<file path="config.mk">
export PLATFORM = sky130hd
export DESIGN_NAME = wave_seq
export DESIGN_NICKNAME = d
export VERILOG_FILES = /design/src/rtl/wave_seq_pkg.sv /design/src/rtl/wave_seq_mem.sv /design/src/rtl/wave_seq_lfunc.sv /design/src/rtl/wave_seq_engine.sv /design/src/rtl/wave_seq.sv
export SDC_FILE = /design/constraint.sdc
export NUM_CORES = 1
export LEC_CHECK = 0
export BUFFER_PORTS_ARGS = -buffer_cell sky130_fd_sc_hd__clkbuf_2
export CAP_MARGIN = 10
export CELL_PAD_IN_SITES_DETAIL_PLACEMENT = 1
export CELL_PAD_IN_SITES_GLOBAL_PLACEMENT = 1
export CORE_MARGIN = 3
export CORE_UTILIZATION = 54
export DETAILED_ROUTE_END_ITERATION = 8
export PLACE_DENSITY = 0.78
export REMOVE_ABC_BUFFERS = 1
export SLEW_MARGIN = 10
export SYNTH_ARGS = -nofsm -noshare
export SYNTH_HDL_FRONTEND = slang
export SYNTH_SLANG_ARGS = --single-unit
</file>
<file path="constraint.sdc">
create_clock -name clk -period 8.04 [get_ports clk]
set_input_delay 1.608 -clock clk [delete_from_list [all_inputs] [get_ports clk]]
set_output_delay 1.608 -clock clk [all_outputs]
set_load 0.02 [all_outputs]
</file>
<file path="src/rtl/wave_seq_pkg.sv">
package wave_seq_pkg;

  localparam logic [2:0] IDLE_ST = 3'd7;

  typedef enum logic [1:0] {
    LF_AND  = 2'd0,
    LF_OR   = 2'd1,
    LF_XOR  = 2'd2,
    LF_ANDN = 2'd3
  } lf_op_e;

  // combine two terms according to the operator field
  function automatic logic lf_eval(input logic [1:0] op, input logic a, input logic b);
    logic r;
    unique case (lf_op_e'(op))
      LF_AND:  r = a & b;
      LF_OR:   r = a | b;
      LF_XOR:  r = a ^ b;
      default: r = a & ~b;
    endcase
    return r;
  endfunction

  // clocks spent in a hold state; zero encodes the longest hold
  function automatic logic [8:0] hold_len(input logic [7:0] v);
    return (v == 8'd0) ? 9'h100 : {1'b0, v};
  endfunction

endpackage

</file>
<file path="src/rtl/wave_seq_mem.sv">
module wave_seq_mem #(
  parameter int WW = 2,
  parameter int AW = 7
) (
  input  logic               clk,
  input  logic               rst_n,
  input  logic               wr_en_i,
  input  logic               wr_allow_i,
  input  logic [AW-1:0]      wr_addr_i,
  input  logic [7:0]         wr_data_i,
  input  logic [WW-1:0]      rd_wave_i,
  input  logic [2:0]         rd_state_i,
  output logic [3:0][7:0]    fld_o
);
  localparam int DEPTH = 1 << AW;

  logic [7:0] mem [DEPTH];
  logic       wr_fire;

  assign wr_fire = wr_en_i && wr_allow_i;

  always_ff @(posedge clk or negedge rst_n) begin
    if (!rst_n) begin
      for (int i = 0; i < DEPTH; i++) mem[i] <= 8'd0;
    end else if (wr_fire) begin
      mem[wr_addr_i] <= wr_data_i;
    end
  end

  // one read port per field of the active state
  for (genvar f = 0; f < 4; f++) begin : g_fld
    assign fld_o[f] = mem[{rd_wave_i, 2'(f), rd_state_i}];
  end

  // checker: a blocked write must leave its byte untouched
  logic          blk_pend;
  logic [AW-1:0] blk_addr;
  logic [7:0]    blk_val;

  always_ff @(posedge clk or negedge rst_n) begin
    if (!rst_n) begin
      blk_pend <= 1'b0;
      blk_addr <= '0;
      blk_val  <= 8'd0;
    end else begin
      blk_pend <= wr_en_i && !wr_allow_i;
      blk_addr <= wr_addr_i;
      blk_val  <= mem[wr_addr_i];
    end
  end


  blocked_write_chk: assert property (@(posedge clk) disable iff (!rst_n)
    blk_pend |-> mem[blk_addr] == blk_val);

endmodule

</file>
<file path="src/rtl/wave_seq_lfunc.sv">
module wave_seq_lfunc
  import wave_seq_pkg::*;
(
  input  logic [7:0] lf_byte_i,
  input  logic [5:0] rdy_i,
  input  logic       fifo_flag_i,
  input  logic       last_pass_i,
  output logic       res_o
);
  logic [7:0] terms;
  logic       term_a, term_b;

  assign terms  = {last_pass_i, fifo_flag_i, rdy_i};
  assign term_a = terms[lf_byte_i[5:3]];
  assign term_b = terms[lf_byte_i[2:0]];
  assign res_o  = lf_eval(lf_byte_i[7:6], term_a, term_b);

endmodule

</file>
<file path="src/rtl/wave_seq_engine.sv">
module wave_seq_engine
  import wave_seq_pkg::*;
#(
  parameter int WW = 2,
  parameter int CW = 16,
  parameter int DW = 16
) (
  input  logic          clk,
  input  logic          rst_n,
  input  logic          trig_valid_i,
  input  logic [WW-1:0] trig_wave_i,
  input  logic [CW-1:0] trig_count_i,
  input  logic [7:0]    len_i,
  input  logic [7:0]    op_i,
  input  logic [7:0]    out_i,
  input  logic          lf_res_i,
  input  logic [7:0]    idle_ctl_i,
  input  logic [DW-1:0] din_i,
  output logic          busy_o,
  output logic [2:0]    state_o,
  output logic [WW-1:0] wave_o,
  output logic          last_pass_o,
  output logic          fifo_we_o,
  output logic [DW-1:0] fifo_wdata_o,
  output logic [7:0]    ctl_o
);
  logic          busy_q;
  logic [2:0]    st_q, tgt_q;
  logic [8:0]    cnt_q;
  logic [CW-1:0] pass_q;
  logic [WW-1:0] wave_q;

  // named internal events
  logic       is_dec, first_clk, reexec, hold_done;
  logic       start_w, leave_w, pass_end_w;
  logic [2:0] lf_tgt, nxt_st;

  assign is_dec     = op_i[0];
  assign reexec     = len_i[7];
  assign first_clk  = (cnt_q == 9'd0);
  assign hold_done  = (cnt_q == hold_len(len_i) - 9'd1);
  assign lf_tgt     = lf_res_i ? len_i[5:3] : len_i[2:0];
  assign start_w    = !busy_q && trig_valid_i && (trig_count_i != '0);
  assign last_pass_o = (pass_q == CW'(1));

  always_comb begin
    leave_w = 1'b0;
    nxt_st  = st_q + 3'd1;
    if (busy_q) begin
      if (is_dec) begin
        leave_w = !(reexec && first_clk);
        nxt_st  = reexec ? tgt_q : lf_tgt;
      end else begin
        leave_w = hold_done;
      end
    end
  end

  assign pass_end_w = leave_w && (nxt_st == IDLE_ST);

  always_ff @(posedge clk or negedge rst_n) begin
    if (!rst_n) begin
      busy_q <= 1'b0;
      st_q   <= 3'd0;
      tgt_q  <= 3'd0;
      cnt_q  <= 9'd0;
      pass_q <= '0;
      wave_q <= '0;
    end else if (start_w) begin
      busy_q <= 1'b1;
      st_q   <= 3'd0;
      cnt_q  <= 9'd0;
      pass_q <= trig_count_i;
      wave_q <= trig_wave_i;
    end else if (busy_q) begin
      if (leave_w) begin
        cnt_q <= 9'd0;
        if (pass_end_w) begin
          st_q <= 3'd0;
          if (last_pass_o) busy_q <= 1'b0;
          else             pass_q <= pass_q - CW'(1);
        end else begin
          st_q <= nxt_st;
        end
      end else begin
        cnt_q <= cnt_q + 9'd1;
        if (is_dec) tgt_q <= lf_tgt;
      end
    end
  end

  assign busy_o       = busy_q;
  assign state_o      = st_q;
  assign wave_o       = wave_q;
  assign fifo_we_o    = busy_q && op_i[1] && (is_dec || first_clk);
  assign fifo_wdata_o = din_i;
  assign ctl_o        = busy_q ? out_i : idle_ctl_i;


  start_state_chk: assert property (@(posedge clk) disable iff (!rst_n)
    start_w |=> busy_q && st_q == 3'd0 && cnt_q == 9'd0);


  busy_trig_ignored_chk: assert property (@(posedge clk) disable iff (!rst_n)
    busy_q && trig_valid_i && !pass_end_w |=> pass_q == $past(pass_q));


  hold_progress_chk: assert property (@(posedge clk) disable iff (!rst_n)
    busy_q && !is_dec && !hold_done |=> st_q == $past(st_q) && cnt_q == $past(cnt_q) + 9'd1);


  reexec_stay_chk: assert property (@(posedge clk) disable iff (!rst_n)
    busy_q && is_dec && reexec && first_clk |=> busy_q && st_q == $past(st_q) && cnt_q == 9'd1);


  strobe_busy_chk: assert property (@(posedge clk) disable iff (!rst_n)
    fifo_we_o |-> busy_q && st_q != IDLE_ST);


  last_pass_end_chk: assert property (@(posedge clk) disable iff (!rst_n)
    $fell(busy_q) |-> $past(pass_q) == CW'(1));

endmodule

</file>
<file path="src/rtl/wave_seq.sv">
module wave_seq
  import wave_seq_pkg::*;
#(
  parameter int NWAVE = 4,
  parameter int DW    = 16,
  parameter int CW    = 16,
  localparam int WW   = $clog2(NWAVE),
  localparam int AW   = WW + 5
) (
  input  logic          clk,
  input  logic          rst_n,
  input  logic          cfg_we_i,
  input  logic [AW-1:0] cfg_addr_i,
  input  logic [7:0]    cfg_wdata_i,
  input  logic          trig_valid_i,
  input  logic [WW-1:0] trig_wave_i,
  input  logic [CW-1:0] trig_count_i,
  output logic          done_o,
  input  logic [7:0]    idle_ctl_i,
  input  logic [5:0]    rdy_i,
  input  logic          fifo_flag_i,
  input  logic [DW-1:0] din_i,
  output logic          fifo_we_o,
  output logic [DW-1:0] fifo_wdata_o,
  output logic [7:0]    ctl_o
);
  logic [3:0][7:0] fld;
  logic            busy, last_pass, lf_res;
  logic [2:0]      cur_st;
  logic [WW-1:0]   cur_wave;

  assign done_o = !busy;

  wave_seq_mem #(.WW(WW), .AW(AW)) u_mem (
    .clk        (clk),
    .rst_n      (rst_n),
    .wr_en_i    (cfg_we_i),
    .wr_allow_i (!busy),
    .wr_addr_i  (cfg_addr_i),
    .wr_data_i  (cfg_wdata_i),
    .rd_wave_i  (cur_wave),
    .rd_state_i (cur_st),
    .fld_o      (fld)
  );

  wave_seq_lfunc u_lfunc (
    .lf_byte_i   (fld[3]),
    .rdy_i       (rdy_i),
    .fifo_flag_i (fifo_flag_i),
    .last_pass_i (last_pass),
    .res_o       (lf_res)
  );

  wave_seq_engine #(.WW(WW), .CW(CW), .DW(DW)) u_eng (
    .clk          (clk),
    .rst_n        (rst_n),
    .trig_valid_i (trig_valid_i),
    .trig_wave_i  (trig_wave_i),
    .trig_count_i (trig_count_i),
    .len_i        (fld[0]),
    .op_i         (fld[1]),
    .out_i        (fld[2]),
    .lf_res_i     (lf_res),
    .idle_ctl_i   (idle_ctl_i),
    .din_i        (din_i),
    .busy_o       (busy),
    .state_o      (cur_st),
    .wave_o       (cur_wave),
    .last_pass_o  (last_pass),
    .fifo_we_o    (fifo_we_o),
    .fifo_wdata_o (fifo_wdata_o),
    .ctl_o        (ctl_o)
  );


  idle_quiet_chk: assert property (@(posedge clk) disable iff (!rst_n)
    done_o |-> !fifo_we_o && ctl_o == idle_ctl_i);

endmodule

</file>
# After elaboration in Yosys (flattened, before gate mapping)
# Index checks and enable logic that the tools add are counted.
# W data, S select, Z words.
[totals]
regBits = 1058
input_bits = 68
word_cells = 230
[classes]
n_addsub = 4
order_cmp = 8
n_eq_ne = 6
n_mux = 45
bitwise = 12
reduce_logical = 21
[op_table]
columns = ["op", "count"]
rows = [
  ["$bwmux W1024", 1],
  ["$bmux W8 S7", 4],
  ["$mux W16", 5],
  ["$mux W8", 8],
  ["$demux W8 S7", 1],
  ["$ge A8 B8 Y1 const B", 5],
  ["$not A7 Y8", 5],
  ["$mux W9", 4],
  ["$mux W3", 8],
  ["$eq A16 B1 Y1 const B", 1],
  ["$reduce_bool A16 Y1", 1],
  ["$sub A16 B1 Y16 const B", 1],
  ["$add A9 B1 Y9 const B", 1],
  ["$eq A9 B9 Y1", 1],
  ["$logic_not A9 Y1", 1],
  ["$mux W1", 9],
  ["$sub A9 B1 Y9 const B", 1],
  ["$logic_and A1 B1 Y1", 8],
  ["$logic_not A8 Y1", 1],
  ["$lt A3 B4 Y1 const B", 2],
  ["$lt A8 B1 Y1 const B", 1],
  ["$reduce_and A4 Y1", 2],
  ["$bmux W1 S3", 2],
  ["$reduce_bool A2 Y1", 3],
  ["other kinds (15)", 20],
]

# Longest topological paths before layout
# Gate-level depths: netlist (run 1).
[logic_depth]
ltp_word = 19
ltp_mapped = 21
ltp_nobuf = 15

# Hierarchy
# From an unflattened synthesis (run 1), not the netlist that was laid out.
[unflattened]
hier_cells = 3863
area_unflattened_um2 = 50372.1
[modules_own_cells]
columns = ["mod", "n_inst", "cells_per_inst", "area_each_um2"]
rows = [
  ["wave_seq_mem", 1, 3527, 47419.2],
  ["wave_seq_engine", 1, 317, 2723.9],
  ["wave_seq_lfunc", 1, 18, 225.2],
  ["wave_seq", 1, 1, 3.8],
]

# Least setup slack after synthesis (run 1)
# OpenSTA, ideal clock, no wires.
[synth_path]
path_kind = "reg-to-reg"
startpoint = "reg u_eng.st_q[0], in the netlist u_eng.state_o[0]"
endpoint = "reg u_eng.pass_q[2]"
setup_time_ns = 0.082
t_arrival_ns = 5.873
required_time_ns = 7.958
path_slack_ns = 2.085
stages_incl_launch_ff = 20
n_path_buf = 9
path_cell_list = "dfrtp_1 > buf_6 > buf_12 > buf_6 > buf_4 > buf_4 > clkbuf_1 > buf_1 > buf_1 > mux4_2 > mux4_2 > mux2i_1 > ha_1 > or2_2 > o211ai_1 > a31o_2 > nand4b_1 > clkbuf_1 > or4_1 > a31oi_1"
[synth_via]
elab_chain_len = 17
word_cells_on_any_way = 43
cone_classes = "2 x add/sub; 4 x eq/ne; 21 x mux; 8 x bitwise; 8 x reduce/logical"
[synth_lines]
columns = ["item", "line_no", "source"]
rows = [
  ["start: declaration", "wave_seq_engine.sv:28", "logic [2:0] st_q, tgt_q;"],
  ["start signal: assignment", "wave_seq_engine.sv:83", "st_q <= nxt_st;"],
  ["branches (longest 16 deep; another with $sub A9 B1 Y9)", "-", ""],
  ["$reduce_and A4 Y1 (no line) *", "-", ""],
  ["end signal: assignment", "wave_seq_engine.sv:73", "pass_q <= trig_count_i;"],
  ["end signal: assignment", "wave_seq_engine.sv:81", "else pass_q <= pass_q - CW'(1);"],
  ["end: declaration", "wave_seq_engine.sv:30", "logic [CW-1:0] pass_q;"],
]
# Every way passes the cells marked *. The select of a mux whose other input is x is not followed.
# A chain may end at the register's enable or synchronous reset.

# Worst setup path in the final report (run 1)
[layout_path]
startpoint = "reg u_eng.st_q[0], in the netlist u_eng.state_o[0]"
endpoint = "reg u_eng.pass_q[8]"
# Same word-level chain as after synthesis.

==> summary.md, run 1 <==
| Metric | Value |
|---|---|
| Status | `completed` |
| Critical path capture point type | `flop` |
| RSZ-0062 raised after global routing | `false` |
| Drc violations | `0` |
| Gate Count Post-Synth | `~2800` |
| Syn avg cell area | `14.7 um2` |
| Slowest library cell on the worst path | `dfrtp_4` |
| CP Max Fanout | `52` |
| Hold buffer count at cts | `0` |
| Clk root buf | `clkbuf_16` |
| WS Path Type | `flop to flop` |
| Top-level I/O count | `94` |
| Die ar. | `79200 um2` |
| Die height | `about 280 um` |
| Synth Cell Area | `41000 um2` |
| Reg2Reg Depth | `15` |
| First-pass GRT wire length | `approximately 180 mm` |
| Starting density of the core | `0.548` |
| PnR Total Power | `~10 mW` |
| LEAKAGE | `roughly 21 nW` |
| Inserted Clock Buffers | `91` |
| I/O Buffers | `61` |
| Final WL | `roughly 110 mm` |
| FF-to-FF setup slack | `roughly 1500 ps` |
| Gp weighted congestion | `about 0.85` |
| Die width | `roughly 280 um` |
| Initial antenna violation count | `3` |
| Util after Layout | `0.603` |
| Clock-pin slew on the worst setup and hold paths | `60 ps` |
| Number of DRC markers in iteration 0 | `between 1500 and 2000` |
| Slew @ Worst Pin | `about 1300 ps` |
| Clk_skew | `about 19 ps` |
| Cts repair resizes | `0` |
| Clock Tree Buf Depth | `3` |
| H-tree levels | `3` |
| Tot GR Track Use | `0.294` |
| CP arrival | `7040 ps` |
| CP startpoint kind | `flop` |
| CP required | `around 8600 ps` |
| Max Cap Viol | `0` |
| Rows | `100` |
| Max Slew Vio Count | `0` |
| Vias | `between 20000 and 25000` |
| Min cycle time layout | `approximately 6500 ps` |
| Final Setup Violations | `0` |
| Syn. warnings | `0` |
| Peak supply drop | `approximately 0.17 mV` |
| Most numerous cell in the Yosys netlist | `dfrtp_1` |
| F_max | `around 150 MHz` |
| Ys flop type | `dfrtp_1` |
| Post-route clock period utilization | `0.808` |
| Vias/cell | `between 6 and 7` |
| Dpl cells | `roughly 3600` |
| Max stage delay on crit path | `about 1100 ps` |
| ANT nets after route | `0` |
| EDFF count, synth | `0` |
| Largest net degree at the start of global routing | `179` |
| Clock Sinks | `between 800 and 900` |
| Ranking of synthesized cells by area | `dfrtp_1 53%, mux2_2 23%, mux4_2 12%` |
| Vias in the first global route | `27900` |
| Post-synth ARST share | `1.00` |
| Dpl hpwl | `between 60 and 70 mm` |
| Layout cell share with drive strength beyond 1 | `0.465` |
| Hold path depth | `1` |
| Synth unique cells | `69` |
| Grt total ovfl | `0` |
| Clk_lat worst skew | `between 600 and 700 ps` |
| Sequential area share after synthesis | `0.529` |
| Synthesis-to-layout area growth | `10.0%` |
| CTS tree | `done` |
| Post-CTS setup buffer count | `0` |
| Synth top cells by count | `866 x dfrtp_1, 838 x mux2_2, 216 x mux4_2` |
| Hold Path Class | `flop to flop` |
| Wire per inst | `about 30 um` |
| Final number of hold-violating endpoints | `0` |
| Area leader, netlist | `dfrtp_1` |
| Final Non-Filler Cells | `3808` |
| Crit path cell chain | `buf_12, nor2_1, a22oi_1, a21boi_0, or4_1, o2111ai_1, nand4_1, ha_1, a22oi_1, nand2b_1, o211ai_1, a31oi_1, nand4b_1, or4_1, a31oi_1` |
| Post-synth top area share | `0.529` |
| FF+latch count, synth | `about 870` |
| Slew Limit Headroom | `0.160` |
| Hold slack | `between 500 and 600 ps` |
| Final Net Count | `2845` |
| DR pass1 iterations | `6` |
| CORE AREA | `74800 um2` |
| Power per cell area | `223 nW/um2` |
-- final timing paths --
path	start	endpoint
max	u_eng.state_o[0]$_DFFE_PN0P_	u_eng.pass_q[8]$_DFFE_PN0P_
max reg2reg	u_eng.state_o[0]$_DFFE_PN0P_	u_eng.pass_q[8]$_DFFE_PN0P_
min	u_mem.mem[891]$_DFFE_PN0P_	u_mem.mem[891]$_DFFE_PN0P_
min in group asynchronous	rst_n	u_mem.mem[542]$_DFFE_PN0P_
max in group asynchronous	rst_n	u_mem.mem[985]$_DFFE_PN0P_
min reg2reg	u_mem.mem[891]$_DFFE_PN0P_	u_mem.mem[891]$_DFFE_PN0P_
-- cell type report --
| type | count | area [um2] |
|---|---|---|
| sequential | 866 | 21700 |
| clock buffer | 128 | 2660 |
| timing repair buffer | 97 | 706 |
| inverter | 27 | 101 |
| clock inverter | 37 | 433 |
| fill | 6796 | 29700 |
| multi-input combinational | 1683 | 18300 |
| antenna | 1 | 2.50 |
| tap | 969 | 1210 |
-- metal layers --
layer  vias up  wire length, um  GRT usage
met3       236             5500     0.0445
met2       729            56300      0.490
li1      10300                -          -
met1     13600            48500      0.401
met5         -               13          0
met4         2             3540     0.0949
-- critical path: cells and delay by family, from the launching register on --
kind                       cells  cell delay, ps
AOI/OAI and AO/OA              7            1720
adders and majority gates      1             420
buffers and inverters          1             460
DFF                            1            1090
and+or+nand+nor                6            2610
-- power breakdown --
part           total (mW)  internal, mW  switching [mW]
Combinational        1.14         0.453           0.691
Sequential           4.54          4.41           0.138
Clock                4.36          2.57            1.79
-- registers in the layout (all words and copies together) (netlist names) --
name / cells
u_eng.wave_o: 2
u_mem.mem: 832
u_eng.tgt_q: 3
u_eng.state_o: 3
u_eng.cnt_q: 9
u_eng.busy_o: 1
u_eng.pass_q: 16
-- stage by stage --
step,cell area [um2],setup WS (ps),TNS (ps)
floorplan,40100,-3750,-121310
global placement,42000,1880,0
detailed placement,42000,1640,0
CTS,45100,1560,0
global route,45100,946,0
finish,45100,1540,0
-- kinds of logic (layout without fill, tap and decap cells) --
family | count (synthesis) | count (layout) | synth area share
XOR/XNOR | 17 | 17 | 0.00363
AO/OA/AOI/OAI | 142 | 142 | 0.0249
multiplexers | 1126 | 1126 | 0.370
AND/OR/NAND/NOR | 387 | 387 | 0.0446
buffers and inverters | 231 | 289 | 0.0248
adder cells (fa/ha/maj) | 11 | 11 | 0.00336
other | 0 | 1 | 0
flip-flops | 866 | 866 | 0.529
-- cells in the final DEF (no fill, tap or decap), types with 15 or more instances in the layout --
cell / instances
dfrtp_1: 862
mux2_2: 838
mux4_2: 216
nor2_1: 124
nand2_1: 114
clkbuf_16: 94
mux2i_1: 62
clkbuf_2: 52
buf_4: 36
nand3_1: 27
inv_1: 25
a21oi_1: 24
o22ai_1: 20
nor3_1: 20
clkinv_2: 20
a22oi_1: 19
clkbuf_8: 18
clkbuf_1: 16
a31oi_1: 15
(Power assumes the default switching activity.)
==> run 2, diff against run 1 <==
==> constraint.sdc (replaced) <==
create_clock -name clk -period 6.4 [get_ports clk]
set_input_delay 1.28 -clock clk [delete_from_list [all_inputs] [get_ports clk]]
set_output_delay 1.28 -clock clk [all_outputs]
set_load 0.02 [all_outputs]
==> summary.md, run 2 (synthesized netlist as in run 1, its figures left out) <==
| Metric | Value |
|---|---|
| Status | `completed` |
| Final Non-Filler Cells | `3832 (+0.63%)` |
| CP required | `6970 ps (-1610 ps)` |
| Min cycle time layout | `5690 ps (-807 ps)` |
| Grt total ovfl | `0 (unchanged)` |
| Inserted Clock Buffers | `91 (unchanged)` |
| RSZ-0062 raised after global routing | `false` |
| Post-route clock period utilization | `0.889 (+0.0810)` |
| H-tree levels | `3 (unchanged)` |
| Critical path's top delay family | `simple AND/OR/NAND/NOR gates` |
| Crit path cell chain | `buf_12, buf_12, mux4_2, mux4_2, mux2_2, nor2_1, o211ai_1, nand4_1, ha_1, a22oi_1, nand2b_1, o211ai_1, a31oi_1, or4b_1, or3_1, nand4_1` |
| Dpl cell area | `42200 um2 (+0.43%)` |
| Vias | `25000 (+0.24%)` |
| I/O Buffers | `61 (unchanged)` |
| Biggest regs | `u_mem.mem: 832 flops, u_eng.pass_q: 16 flops, u_eng.cnt_q: 9 flops` |
| Detailed-route wire length on metal 1 | `48.0 mm (-0.98%)` |
| RR Endpoint | `u_eng.pass_q[9]$_DFFE_PN0P_` |
| Slew @ Worst Pin | `1240 ps (-21.9 ps)` |
| Starting density of the core | `0.548 (unchanged)` |
| Final WL | `114 mm (-0.26%)` |
| Slew Limit Headroom | `0.175 (+0.0146)` |
| Clock Sinks | `866 (unchanged)` |
| Hold Path Class | `flop to flop` |
| CP Depth | `16 (+1)` |
| ANT nets after route | `0 (unchanged)` |
| Most common cell after layout, fill and taps aside | `dfrtp_1` |
| Wire per inst | `29.6 um (-0.88%)` |
| CP Max Fanout | `25 (-52%)` |
| Vias/cell | `6.52 (-0.39%)` |
| CTS tree | `done` |
| Post-CTS setup buffer count | `0 (unchanged)` |
| First-pass GRT wire length | `176 mm (about the same)` |
| Die width | `281 um (unchanged)` |
| Rows | `100 (unchanged)` |
| Slowest library cell on the worst path | `dfrtp_4` |
| CP startpoint kind | `flop` |
| Die ar. | `79200 um2 (unchanged)` |
| Cts repair resizes | `0 (unchanged)` |
| Clk_lat worst skew | `640 ps (about the same)` |
| LEAKAGE | `21.5 nW (+0.66%)` |
| Max Slew Vio Count | `0 (unchanged)` |
| Final Setup Violations | `0 (unchanged)` |
| Final number of hold-violating endpoints | `0 (unchanged)` |
| Cell area after layout | `45400 um2 (+0.59%)` |
| Peak supply drop | `0.238 mV (+43%)` |
| Largest register by flop count | `u_mem.mem` |
| Hold Startpoint | `u_mem.mem[197]$_DFFE_PN0P_` |
| Max Cap Viol | `0 (unchanged)` |
| Clk_skew | `18.5 ps (-0.198 ps)` |
| Max stage delay on crit path | `720 ps (-370 ps)` |
| Gp weighted congestion | `0.860 (+1.4%)` |
| Vias in the first global route | `27900 (+0.068%)` |
| FF-to-FF setup slack | `710 ps (-830 ps)` |
| Dpl cells | `3663 (+0.58%)` |
| PnR Total Power | `12.8 mW (+27%)` |
| Layout cell share with drive strength beyond 1 | `0.468 (+0.00309)` |
| Clk root buf | `clkbuf_16` |
| Uppermost layer routed | `met5` |
| Met2 routed wirelength | `56.7 mm (+0.72%)` |
| Clock Tree Buf Depth | `3 (unchanged)` |
| Number of DRC markers in iteration 0 | `1814 (-5.3%)` |
| Max FFs per register | `832 (unchanged)` |
| Dpl hpwl | `71.0 mm (+2.1%)` |
| F_max | `176 MHz (+14%)` |
| CP arrival | `6260 ps (-780 ps)` |
| Initial antenna violation count | `3 (unchanged)` |
| Drc violations | `0 (unchanged)` |
| Crit Reg-Reg Startpoint | `u_eng.state_o[0]$_DFFE_PN0P_` |
| Met3 WL | `5.60 mm (+1.8%)` |
| Critical path capture point type | `flop` |
| Top-level I/O count | `94 (unchanged)` |
| Most frequent cells in the layout | `862 x dfrtp_1, 838 x mux2_2, 216 x mux4_2` |
| Power per cell area | `282 nW/um2 (+26%)` |
| Crit path launch | `u_eng.state_o[0]$_DFFE_PN0P_` |
| DR pass1 iterations | `5 (-1)` |
| Final Net Count | `2866 (+0.74%)` |
| WS Path Type | `flop to flop` |
| Hold buffer count at cts | `0 (unchanged)` |
| Clock-pin slew on the worst setup and hold paths | `60 ps (about the same)` |
| Die height | `281 um (unchanged)` |
| Largest net degree at the start of global routing | `167 (-6.7%)` |
| Reg2Reg Depth | `16 (+1)` |
| CORE AREA | `74800 um2 (unchanged)` |
| CP endpoint | `u_eng.pass_q[9]$_DFFE_PN0P_` |
| Tot GR Track Use | `0.294 (-0.000333)` |
| Synthesis-to-layout area growth | `10.7%` |
| WP buf/inv | `2 (+1)` |
run 2: cell count changes in the layout (fill, tap and decap cells not counted):
| cell | delta |
|---|---|
| nor4_2 | -1 |
| clkbuf_16 | -1 |
| inv_6 | +1 |
| buf_4 | +19 |
| inv_16 | -1 |
| clkbuf_8 | +11 |
| clkinv_2 | -11 |
| nor4_1 | +1 |
| buf_12 | +2 |
| clkinv_8 | +1 |
| clkbuf_1 | +3 |
run 2: through the flow:
| step | TNS [ps] | hold slack (ps) | setup WS [ps] | util |
|---|---|---|---|---|
| after floorplan | -185600 | 459 | -5390 | - |
| after global placement | 0 | 479 | 906 | 0.564 |
| after detailed placement | 0 | 490 | 756 | 0.564 |
| after CTS | 0 | 503 | 732 | 0.606 |
| after global routing | 0 | 509 | 417 | 0.606 |
| final | 0 | 499 | 708 | 0.606 |
run 2: report_power, final:
part           leakage (nW)  internal [mW]  switching, mW
Sequential             12.0           5.54          0.128
Combinational          7.89          0.604          0.923
Clock                  1.56           3.33           2.25
run 2: final cells by class:
class | count | area, um2
fill | 6808 | 29500
sequential | 866 | 21700
multi-input combinational | 1683 | 18300
clock buffer | 141 | 2800
tap | 969 | 1210
timing repair buffer | 118 | 888
clock inverter | 27 | 383
inverter | 27 | 101
antenna | 1 | 2.50
run 2: worst min-delay path by stage:
stage          cells after the start  slack, ps                           end
2_1_floorplan                      1        460  u_eng.pass_q[14]$_DFFE_PN0P_
6_report                           1        500    u_mem.mem[197]$_DFFE_PN0P_
5_1_grt                            1        510    u_mem.mem[425]$_DFFE_PN0P_
4_1_cts                            1        500    u_mem.mem[334]$_DFFE_PN0P_
3_5_place_dp                       1        490    u_mem.mem[334]$_DFFE_PN0P_
3_3_place_gp                       1        480    u_mem.mem[508]$_DFFE_PN0P_
run 2: per-layer routing:
layer | track usage | up-vias
met2 | 0.495 | 697
met3 | 0.0460 | 205
li1 | - | 10400
met4 | 0.0889 | 4
met5 | 0 | -
met1 | 0.398 | 13700
==> run 3, diff against run 2 <==
==> constraint.sdc (replaced) <==
create_clock -name clk -period 6.4 [get_ports clk]
set_input_delay 0.96 -clock clk [delete_from_list [all_inputs] [get_ports clk]]
set_output_delay 0.96 -clock clk [all_outputs]
set_load 0.02 [all_outputs]
==> summary.md, run 3 (synthesized netlist as in run 1, its figures left out) <==
| Metric | Value |
|---|---|
| Status | `completed` |
| Tot GR Track Use | `0.295 (+0.00169)` |
| Most frequent cells in the layout | `862 x dfrtp_1, 838 x mux2_2, 216 x mux4_2` |
| Critical path capture point type | `flop` |
| Most common cell after layout, fill and taps aside | `dfrtp_1` |
| Post-CTS setup buffer count | `0 (unchanged)` |
| Dpl hpwl | `71.4 mm (+0.59%)` |
| Comb power frac | `0.117 (-0.003)` |
| CORE AREA | `74800 um2 (unchanged)` |
| Sw Ratio | `0.256 (-0.00224)` |
| Dpl cells | `3656 (-0.19%)` |
| Starting density of the core | `0.548 (unchanged)` |
| Clock Sinks | `866 (unchanged)` |
| Dpl cell area | `42100 um2 (about the same)` |
| Die height | `281 um (unchanged)` |
| WS Path Type | `flop to flop` |
| Rows | `100 (unchanged)` |
| Clk root buf | `clkbuf_16` |
| RSZ-0062 raised after global routing | `false` |
| Peak supply drop | `0.203 mV (-15%)` |
| Slowest library cell on the worst path | `dfrtp_4` |
| Dpl ws | `675 ps (-81.0 ps)` |
| Die width | `281 um (unchanged)` |
| Min cycle time layout | `5830 ps (+141 ps)` |
| Power per cell area | `285 nW/um2 (+1.1%)` |
| Vias in the first global route | `27900 (+0.047%)` |
| First-pass GRT wire length | `177 mm (+0.45%)` |
| F_max | `171 MHz (-2.4%)` |
| Layout cell share with drive strength beyond 1 | `0.467 (-0.000650)` |
| WP buf/inv | `1 (-1)` |
| Register area | `21700 um2 (unchanged)` |
| LEAKAGE | `21.5 nW (about the same)` |
| Max FFs per register | `832 (unchanged)` |
| CTS tree | `done` |
| ANT nets after route | `0 (unchanged)` |
| Final Setup Violations | `0 (unchanged)` |
| Cell area after layout | `45400 um2 (about the same)` |
| Max stage delay on crit path | `810 ps (+90 ps)` |
| Clk_skew | `23.4 ps (+4.94 ps)` |
| Cts repair resizes | `0 (unchanged)` |
| PnR Total Power | `12.9 mW (+1.1%)` |
| Crit path cell chain | `buf_12, nor2b_1, a22oi_1, a21boi_0, o41ai_1, o2111ai_1, nand4_1, ha_1, a22oi_1, nand2b_1, o211ai_1, a31oi_1, or4b_1, or3_1, nand4_1` |
| Vias/cell | `6.55 (+0.59%)` |
| Clock-pin slew on the worst setup and hold paths | `60 ps (about the same)` |
| Slew Limit Headroom | `0.131 (-0.0442)` |
| Vias | `25000 (+0.30%)` |
| Number of DRC markers in iteration 0 | `1670 (-7.9%)` |
| Top-level I/O count | `94 (unchanged)` |
| Largest register by flop count | `u_mem.mem` |
| Inserted Clock Buffers | `92 (+1.1%)` |
| Reg power frac | `0.440 (-0.003)` |
| Final Non-Filler Cells | `3821 (-0.29%)` |
| Clk_lat worst skew | `650 ps (about the same)` |
| Gp weighted congestion | `0.859 (about the same)` |
| Wire per inst | `30.0 um (+1.3%)` |
| Hold buffer count at cts | `0 (unchanged)` |
| I/O Buffers | `61 (unchanged)` |
| Post-route clock period utilization | `0.911 (+0.0221)` |
| Util after Layout | `0.607 (about the same)` |
| Clock network power share | `0.444 (+0.007)` |
| Critical path's top delay family | `simple AND/OR/NAND/NOR gates` |
| CP startpoint kind | `flop` |
| Sw power | `3.31 mW (+0.27%)` |
| Initial antenna violation count | `0 (-3)` |
| Synthesis-to-layout area growth | `10.8% (about the same)` |
| Fillcell total | `6741 (-0.98%)` |
| Slew @ Worst Pin | `1300 ps (+66.3 ps)` |
| Final Net Count | `2860 (-0.21%)` |
| Biggest regs | `u_mem.mem: 832 flops, u_eng.pass_q: 16 flops, u_eng.cnt_q: 9 flops` |
| Final Worst Setup Slack | `567 ps (-141 ps)` |
| Multi-input logic area | `18300 um2 (unchanged)` |
| Max Cap Viol | `0 (unchanged)` |
| Sum Neg Setup Slack | `0 ps (unchanged)` |
| Final WL | `115 mm (+1.0%)` |
| P_int | `9.61 mW (+1.5%)` |
| CP arrival | `6400 ps (+140 ps)` |
| Hold slack | `444 ps (-55.4 ps)` |
| Die ar. | `79200 um2 (unchanged)` |
| Max Slew Vio Count | `0 (unchanged)` |
| Drc violations | `0 (unchanged)` |
| Largest net degree at the start of global routing | `185 (+11%)` |
| Grt total ovfl | `0 (unchanged)` |
| DR pass1 iterations | `5 (unchanged)` |
| H-tree levels | `3 (unchanged)` |
| Clock Tree Buf Depth | `3 (unchanged)` |
| CP required | `6970 ps (about the same)` |
| CP Max Fanout | `48 (+92%)` |
| Final number of hold-violating endpoints | `0 (unchanged)` |
| Hold Path Class | `primary input to async pin` |
-- run 3: path summary, 6_finish.rpt --
| check | start | end | slack, ps | cells after the start |
|---|---|---|---|---|
| worst max-delay path | u_eng.state_o[0]$_DFFE_PN0P_ | u_eng.pass_q[9]$_DFFE_PN0P_ | 570 | 15 |
| max in group asynchronous | rst_n | u_mem.mem[596]$_DFFE_PN0P_ | 4370 | 2 |
| min in group clk | u_mem.mem[873]$_DFFE_PN0P_ | u_mem.mem[873]$_DFFE_PN0P_ | 500 | 1 |
| worst min register to register | u_mem.mem[873]$_DFFE_PN0P_ | u_mem.mem[873]$_DFFE_PN0P_ | 500 | 1 |
| worst max register to register | u_eng.state_o[0]$_DFFE_PN0P_ | u_eng.pass_q[9]$_DFFE_PN0P_ | 570 | 15 |
| worst min-delay path | rst_n | u_mem.mem[542]$_DFFE_PN0P_ | 440 | 1 |
-- run 3: power by group through the flow --
stage                     clock, mW  sequential, mW  combinational, mW
after floorplan                   0            5.93              0.837
after global placement            0            5.77               1.46
after detailed placement          0            5.77               1.52
after CTS                      5.82            5.67               1.53
after global routing           6.08            5.69               1.64
final                          5.73            5.68               1.51
-- run 3: cell type report --
| type | instances | area share |
|---|---|---|
| clock inverter | 33 | 0.0118 |
| tap | 969 | 0.0267 |
| clock buffer | 131 | 0.0600 |
| multi-input combinational | 1683 | 0.403 |
| sequential | 866 | 0.478 |
| antenna | 1 | 0.0000551 |
| timing repair buffer | 111 | 0.0187 |
| inverter | 27 | 0.00223 |
-- run 3: worst reg2reg max path: stages, from the launching register on --
cell       delay (ps)
dfrtp_4           810
buf_12            400
nor2b_1           590
a22oi_1           180
a21boi_0          570
o41ai_1           170
o2111ai_1         140
nand4_1           330
ha_1              400
a22oi_1           210
nand2b_1          180
o211ai_1          130
a31oi_1           440
or4b_1            680
or3_1             430
nand4_1            90
-- run 3: per-layer routing --
metal  share of wire  vias up  track usage
met5               0        -            0
met4           0.031        0       0.0963
met3           0.050      217       0.0466
met2            0.49      745        0.490
met1            0.42    13700        0.403
li1                -    10300            -
